`src/rtl/dds_pkg.sv`:
```
package dds_pkg;

    typedef enum logic [1:0] {
        WAVE_SINE = 2'd0,
        WAVE_RECT = 2'd1,
        WAVE_TRI  = 2'd2,
        WAVE_SAW  = 2'd3
    } wave_kind_e;

    // One point of a full-period sine centred on 'mid', peak offset mid-1.
    function automatic int sine_point(input int idx, input int depth, input int mid);
        real ang;
        real val;
        ang = 6.283185307179586 * real'(idx) / real'(depth);
        val = real'(mid) + real'(mid - 1) * $sin(ang) + 0.5;
        return $rtoi(val);
    endfunction

endpackage

```
`src/rtl/dds_phase_acc.sv`:
```
module dds_phase_acc #(
    parameter int PHASE_W = 32,
    parameter int TAP_W   = 9
) (
    input  logic               clk,
    input  logic               rst_n,
    input  logic [PHASE_W-1:0] tune,
    output logic [TAP_W-1:0]   phase_top
);
    logic [PHASE_W-1:0] acc_q;

    always_ff @(posedge clk or negedge rst_n) begin
        if (!rst_n) begin
            acc_q <= '0;
        end else begin
            acc_q <= acc_q + tune;
        end
    end

    assign phase_top = acc_q[PHASE_W-1 -: TAP_W];
endmodule

```
`src/rtl/dds_shape_gen.sv`:
```
module dds_shape_gen
    import dds_pkg::*;
#(
    parameter int ADDR_W = 6,
    parameter int RAW_W  = 8
) (
    input  logic [RAW_W:0]   phase_top,
    input  wave_kind_e       kind,
    output logic [RAW_W-1:0] raw
);
    localparam int DEPTH = 2 ** ADDR_W;
    localparam int MID   = 2 ** (RAW_W - 1);

    logic [RAW_W-1:0]  sine_rom [DEPTH];
    logic [ADDR_W-1:0] rom_addr;
    logic              half_sel;
    logic [RAW_W-1:0]  ramp_val;
    logic [RAW_W-1:0]  fold_val;

    for (genvar k = 0; k < DEPTH; k++) begin : g_sine
        localparam int PT = sine_point(k, DEPTH, MID);
        assign sine_rom[k] = RAW_W'(PT);
    end

    assign half_sel = phase_top[RAW_W];
    assign rom_addr = phase_top[RAW_W -: ADDR_W];
    assign ramp_val = phase_top[RAW_W -: RAW_W];
    assign fold_val = half_sel ? ~phase_top[RAW_W-1:0] : phase_top[RAW_W-1:0];

    always_comb begin
        unique case (kind)
            WAVE_SINE: raw = sine_rom[rom_addr];
            WAVE_RECT: raw = {RAW_W{~half_sel}};
            WAVE_TRI:  raw = fold_val;
            WAVE_SAW:  raw = ramp_val;
            default:   raw = '0;
        endcase
    end
endmodule

```
`src/rtl/dds_scaler.sv`:
```
module dds_scaler
    import dds_pkg::*;
#(
    parameter int RAW_W = 8,
    parameter int AMP_W = 5,
    parameter int OUT_W = 12
) (
    input  logic             clk,
    input  logic             rst_n,
    input  logic [RAW_W-1:0] raw,
    input  logic [AMP_W-1:0] gain,
    input  wave_kind_e       kind,
    output logic [OUT_W-1:0] sample,
    output wave_kind_e       code
);
    localparam int PROD_W = RAW_W + AMP_W;
    localparam int SHIFT  = PROD_W - OUT_W;

    logic [PROD_W-1:0] product;

    assign product = PROD_W'(raw) * PROD_W'(gain);

    always_ff @(posedge clk or negedge rst_n) begin
        if (!rst_n) begin
            sample <= '0;
            code   <= WAVE_SINE;
        end else begin
            sample <= OUT_W'(product >> SHIFT);
            code   <= kind;
        end
    end
endmodule

```
`src/rtl/dds_wavegen.sv`:
```
module dds_wavegen
    import dds_pkg::*;
#(
    parameter int PHASE_W = 32,
    parameter int ADDR_W  = 6,
    parameter int RAW_W   = 8,
    parameter int AMP_W   = 5,
    parameter int OUT_W   = 12
) (
    input  logic               clk,
    input  logic               rst_n,
    input  logic [1:0]         wave_sel,
    input  logic [PHASE_W-1:0] tune_word,
    input  logic [AMP_W-1:0]   amp,
    output logic [OUT_W-1:0]   sample,
    output logic [1:0]         wave_code
);
    localparam int TAP_W = RAW_W + 1;

    logic [TAP_W-1:0] phase_top;
    logic [RAW_W-1:0] raw;
    wave_kind_e       kind;
    wave_kind_e       code;

    assign kind      = wave_kind_e'(wave_sel);
    assign wave_code = code;

    dds_phase_acc #(.PHASE_W(PHASE_W), .TAP_W(TAP_W)) i_acc (
        .clk(clk), .rst_n(rst_n), .tune(tune_word), .phase_top(phase_top)
    );

    dds_shape_gen #(.ADDR_W(ADDR_W), .RAW_W(RAW_W)) i_shape (
        .phase_top(phase_top), .kind(kind), .raw(raw)
    );

    dds_scaler #(.RAW_W(RAW_W), .AMP_W(AMP_W), .OUT_W(OUT_W)) i_scale (
        .clk(clk), .rst_n(rst_n), .raw(raw), .gain(amp), .kind(kind),
        .sample(sample), .code(code)
    );
endmodule

```
`config.mk`:
```
export PLATFORM = sky130hd
export DESIGN_NAME = dds_wavegen
export DESIGN_NICKNAME = d
export VERILOG_FILES = /design/src/rtl/dds_pkg.sv /design/src/rtl/dds_phase_acc.sv /design/src/rtl/dds_shape_gen.sv /design/src/rtl/dds_scaler.sv /design/src/rtl/dds_wavegen.sv
export SDC_FILE = /design/constraint.sdc
export NUM_CORES = 1
export LEC_CHECK = 0
export ABC_AREA = 1
export BUFFER_PORTS_ARGS = -buffer_cell sky130_fd_sc_hd__buf_4
export CAP_MARGIN = 20
export CORE_ASPECT_RATIO = 1.1
export CORE_MARGIN = 3
export CORE_UTILIZATION = 55
export DETAILED_ROUTE_END_ITERATION = 10
export MAX_ROUTING_LAYER = met4
export PLACE_DENSITY = 0.79
export SLEW_MARGIN = 20
export SYNTH_ARGS = -nofsm -noshare
export SYNTH_HDL_FRONTEND = slang
export SYNTH_SLANG_ARGS = --single-unit
```
`constraint.sdc`:
```
create_clock -name clk -period 9.8 [get_ports clk]
set_input_delay 0.98 -clock clk [delete_from_list [all_inputs] [get_ports clk]]
set_output_delay 0.98 -clock clk [all_outputs]
set_load 0.01 [all_outputs]
```
* After elaboration in Yosys (flattened, before gate mapping)
Memory sizes are Yosys's and may differ from the RTL's. Cells that the tools add are included.
Word-level totals: memory bits (read-only) 512, input bits 41, memories kept 1, bits in registers 46
Memory list:
- (name not given) | words 64, bits a word 8, rd ports 1, clocked after Yosys merged registers in 0, wr ports 0, RTL line dds_shape_gen.sv:32 | WAVE_SINE: raw = sine_rom[rom_addr];
Cells by class: bitwise logic cells 3, eq/ne operators 3, reductions and logical operators 1, mux-type cells 4, multiply operators 1, add/subtract/negate cells 1, magnitude comparators 1
Operators with widths (number):
- adder 32 bit | 1
- case mux 8 bit (4 select lines) | 1
- two-way mux 8 bit | 3
- multiplier 8 x 5 -> 13 bit | 1
- inverter 8 bit | 1
- >= comparator 7 bit (second input constant) | 1
- inverter 6 -> 7 bit | 1
- == test 2 bit (second input constant) | 2
- == test 2 x 1 -> 1 bit (second input constant) | 1
- zero test 2 bit | 1
- inverter 1 bit | 1

* Logic depth before layout (Yosys ltp)
depth after elaboration 6, depth in mapped cells 24, gate-level depth less buffers 24

* Hierarchy
From an unflattened synthesis, not the netlist that was laid out.
Second synthesis, totals: cell total of the unflattened synthesis 979, area, all modules 6010.8 sq um
By module, submodules not included:
- dds_phase_acc | instances 1, area an instance 3253.1 sq um, cells each 535
- dds_scaler | instances 1, area an instance 1709.1 sq um, cells each 232
- dds_shape_gen | instances 1, area an instance 1048.5 sq um, cells each 212

* Worst setup path after synthesis
No wires, ideal clock.
path type input-to-reg, start point in wave_sel[1], end point reg i_scale.sample[9], data arrival time 4.390 ns, library setup time 0.131 ns, cell stages on the path 17, setup slack 5.280 ns, data required time 9.669 ns, cell sequence inv_1 -> nor2_1 -> nand3_1 -> o211ai_1 -> nand2_1 -> nor2_1 -> fa_1 -> fa_1 -> inv_1 -> fa_1 -> inv_1 -> ha_1 -> a21oi_1 -> nand2_1 -> a21oi_1 -> o21ai_0 -> xor2_1
On the way: longest elaborated chain between the ends 3
Ends and longest elaborated chain:
- from (decl) | RTL line dds_wavegen.sv:12 | input logic [1:0] wave_sel,
- == test 2 bit, or another cell as far along | RTL line dds_shape_gen.sv:31 | unique case (kind)
- case mux 8 bit (4 select lines) * | RTL line dds_shape_gen.sv:31
- multiplier 8 x 5 -> 13 bit * | RTL line dds_scaler.sv:21 | assign product = PROD_W'(raw) * PROD_W'(gain);
- net i_scale.product[10] | RTL line dds_scaler.sv:19 | logic [PROD_W-1:0] product;
- to (signal assigned) | RTL line dds_scaler.sv:28 | sample <= OUT_W'(product >> SHIFT);
- to (decl) | RTL line dds_scaler.sv:13 | output logic [OUT_W-1:0] sample,
Mark *: on every way through the listed nets, which the timed path passes. The rest lies on a longest branch.

* Worst setup path in the final report
start point reg i_acc.acc_q[26], end point reg i_scale.sample[9]
On the way: longest elaborated chain between the ends 6
Ends and longest elaborated chain:
- from (decl) | RTL line dds_phase_acc.sv:10 | logic [PHASE_W-1:0] acc_q;
- from (signal assigned) | RTL line dds_phase_acc.sv:16 | acc_q <= acc_q + tune;
- inverter 6 -> 7 bit (implied by the code) | RTL line dds_shape_gen.sv:32
- memory read (64 x 8 bit)
- two-way mux 8 bit (implied by the code) (2 in series) | RTL line dds_shape_gen.sv:32
- case mux 8 bit (4 select lines) * | RTL line dds_shape_gen.sv:31
- multiplier 8 x 5 -> 13 bit * | RTL line dds_scaler.sv:21
- net i_scale.product[10] | RTL line dds_scaler.sv:19
Mark *: on every way through the listed nets, which the timed path passes. The rest lies on a longest branch. The select of a mux whose other input is x is not followed.

==> out/metrics.yaml <==
timing:
  fin_worst_skew_ns: 0.0140
  finalMaxSlewViolations: 0
  finalWorstSetupSlack_ns: 4.82
  rsz0062_at_grt: "no"
  fin_crit_sh_pct: 50.8
  post-route-min-period_ns: 4.98
  fmax_mhz: 201
  slew_headroom_pct: 47.5
  finalHoldViolations: 0
  tightest_slew_ns: 0.788
  finalSetupTns_ns: 0
  finalSetupViolations: 0
placement:
  portBuffers: 54
  post_dp_cell_area_um2: 6240
  hpwlAfterDp_mm: 11.6
  place_ws_ns: 4.81
  gp_routability_congestion: 0.967
worst_setup_path:
  worstReg2RegEnd: "i_scale.sample[9]"
  cp.required_ns: 10.00
  max_stage_delay_ns: 0.55
  start_kind: "register"
  crit_chain: "inv_1 -> ha_1 -> inv_1 -> nand2_1 -> nand2_1 -> nand2_1 -> nand3_1 -> nand2_1 -> nand2_1 -> nand3_1 -> nand2_1 -> nor2_1 -> fa_1 -> fa_1 -> inv_1 -> fa_1 -> inv_1 -> ha_1 -> a21oi_1 -> nand2_1 -> a21oi_1 -> o21ai_0 -> xor2_1"
  end_kind: "register"
  cp.depth: 23
  crit_top_cell: "nand2_1"
  path_delay_family: "adder cells"
  reg2reg_slack_ns: 4.82
  reg2reg_depth: 23
  cp-startpoint: "i_acc.acc_q[26]"
  crit_slowest_cell: "fa_1"
  endpoint: "i_scale.sample[9]"
  worstPathMaxFanout: 10
  r2r-start: "i_acc.acc_q[26]"
  critical_path_buf_inv_count: 4
  path_class: "reg2reg"
  arrival_ns: 5.19
cells_and_area:
  drive_gt1_share_pct: 7.87
  final_cell_area_um2: 6330
  final.fill_count: 993
  area_growth_pct: 10.5
  nets: 1098
yosys:
  yosys-top-cells-count: "346 x nand2_1, 174 x inv_1, 83 x nand3_1"
  async_flop_share_pct: 100
  seq_area_frac_synth_pct: 20.1
  syn_inst: 927
  syn-cell-area_um2: 5730
  synth.largest_area_cell: "nand2_1"
  synth_area_leaders: "nand2_1 23%, dfrtp_1 20%, ha_1 13%"
  syn_nets: 1047
  synth_seq_cells: 46
  synth_ff_type: "dfrtp_1"
  synth_edf_count: 0
  synth_top_area_share_pct: 22.7
  avgSynthCellArea_um2: 6.18
  synth.most_common_cell: "nand2_1"
  yosysWarnings: 0
  synth_cell_types: 33
run_status:
  outcome: "finished clean"
route:
  wl_met3_um: 794
  wl_met1_mm: 5.90
  drcViolationCount: 0
  wl_per_cell_um: 12.7
  routed.top_layer: "met4"
  viasPerCell: 5.09
  wl_met2_mm: 7.09
  ant_nets: 0
  wl_mm: 14.2
  vias: 5702
  drt_iter0_drc: 311
  dr.pass1.iters: 5
worst_hold_path:
  worstHoldStart: "i_acc.acc_q[0]"
  hold_class: "reg2reg"
cts:
  clk_root_buffer_cell: "clkbuf_8"
  ctsResizeCount: 0
  clockBufferDepth: 2
  clock_sinks: 46
  cts_tree: "done"
  htreeDepth: 2
  cts_setup_buffers: 0
  cts_buffers: 5
  insertion_delay_ns: 0.31
  clkTransAtPathRegs_ns: 0.10
  hold_buffers: 0
floorplan:
  rows: 38
  die_area_um2: 11700
  pin_count: 55
  coreArea_um2: 10000
  start_util_pct: 57.1
  die_h_um: 113
  dieWidth_um: 103
global_routing:
  grt_max_degree: 47
  grt_overflow: 0
  antenna_found_initial: 1
  first_global_vias: 5479
  track_usage_pct: 26.7
  grt_pass1_wl_mm: 24.5
job:
  maxCapViolations: 0
power:
  ir_drop_uv: 160
  p_int_uw: 1000
  p_sw_share_pct: 56.4
  clockPowerShare_pct: 5.6
  share_comb_of_total_power_pct: 77.3
  powerDensity_nw_per_um2: 363
  power_switching_uw: 1300
  power_frac_seq_pct: 17.1
  power_uw: 2300
  p_leak_uw: 0.00387
[kinds of logic after synthesis]
kind of cell,Yosys count,synth area share [%]
flops,46,20.1
compound gates,56,5.57
buf+inv,188,12.9
simple gates,536,38.3
xor+xnor,22,3.36
fa+ha+maj,79,19.7
[metal layers]
| layer | GRT usage [%] | up-vias |
|---|---|---|
| met3 | 3.39 | 37 |
| met5 | - | - |
| met4 | 8.98 | 0 |
| met1 | 32.0 | 2537 |
| met2 | 45.9 | 180 |
| li1 | - | 2948 |
[state kept, by name, summed over array words and instances (netlist names)]
register,flops
i_scale.sample,12
i_acc.acc_q,32
i_scale.code,2
[layout by cell type, fill, tap and decap left out, drive strengths merged]
master    count
a211oi        3
a21o          2
a21oi        23
and3          1
buf          54
clkbuf        6
clkinv        2
clkinvlp      1
dfrtp        46
diode         1
fa           19
ha           60
inv         177
nand2       352
nand3        85
nand3b        2
nand4         7
nor2         83
nor3          5
o211ai        6
o21ai        18
o21bai        3
o221ai        1
or2           1
xnor2         5
xor2         17
[power by group through the flow]
| stage | logic, uW | clock network, uW | registers, uW |
|---|---|---|---|
| 2_1_floorplan | 1390 | 0 | 354 |
| 5_1_grt | 2060 | 140 | 406 |
| 4_1_cts | 1770 | 133 | 392 |
| 6_report | 1780 | 129 | 393 |
| 3_3_place_gp | 1750 | 0 | 393 |
| 3_5_place_dp | 1760 | 0 | 396 |
[final cells by class]
class                   count  area, um2  area share (%)
repair buffers             54        405            6.40
inverters                 178        668            10.5
multi-input cells         693       3840            60.6
well taps                 140        175            2.77
flip-flops and latches     46       1150            18.2
clock inverters             2       12.5           0.198
clock buffers               6       82.6            1.30
diodes                      1       2.50          0.0395
[through the flow]
step	utilization, %	hold slack, ns	instances
2_1_floorplan	-	0.443	927
3_3_place_gp	62.2	0.454	1111
3_5_place_dp	62.2	0.461	1111
4_1_cts	63.1	0.484	1119
5_1_grt	63.1	0.508	1120
6_report	63.1	0.479	1120
[how the worst min path moves through the flow]
stage | depth (start not counted) | to
6_report | 1 | i_acc.acc_q[0]
5_1_grt | 1 | i_acc.acc_q[0]
4_1_cts | 1 | i_acc.acc_q[0]
3_5_place_dp | 1 | i_acc.acc_q[0]
3_3_place_gp | 1 | i_acc.acc_q[0]
2_1_floorplan | 1 | i_acc.acc_q[0]
(Power assumes the default switching activity.)
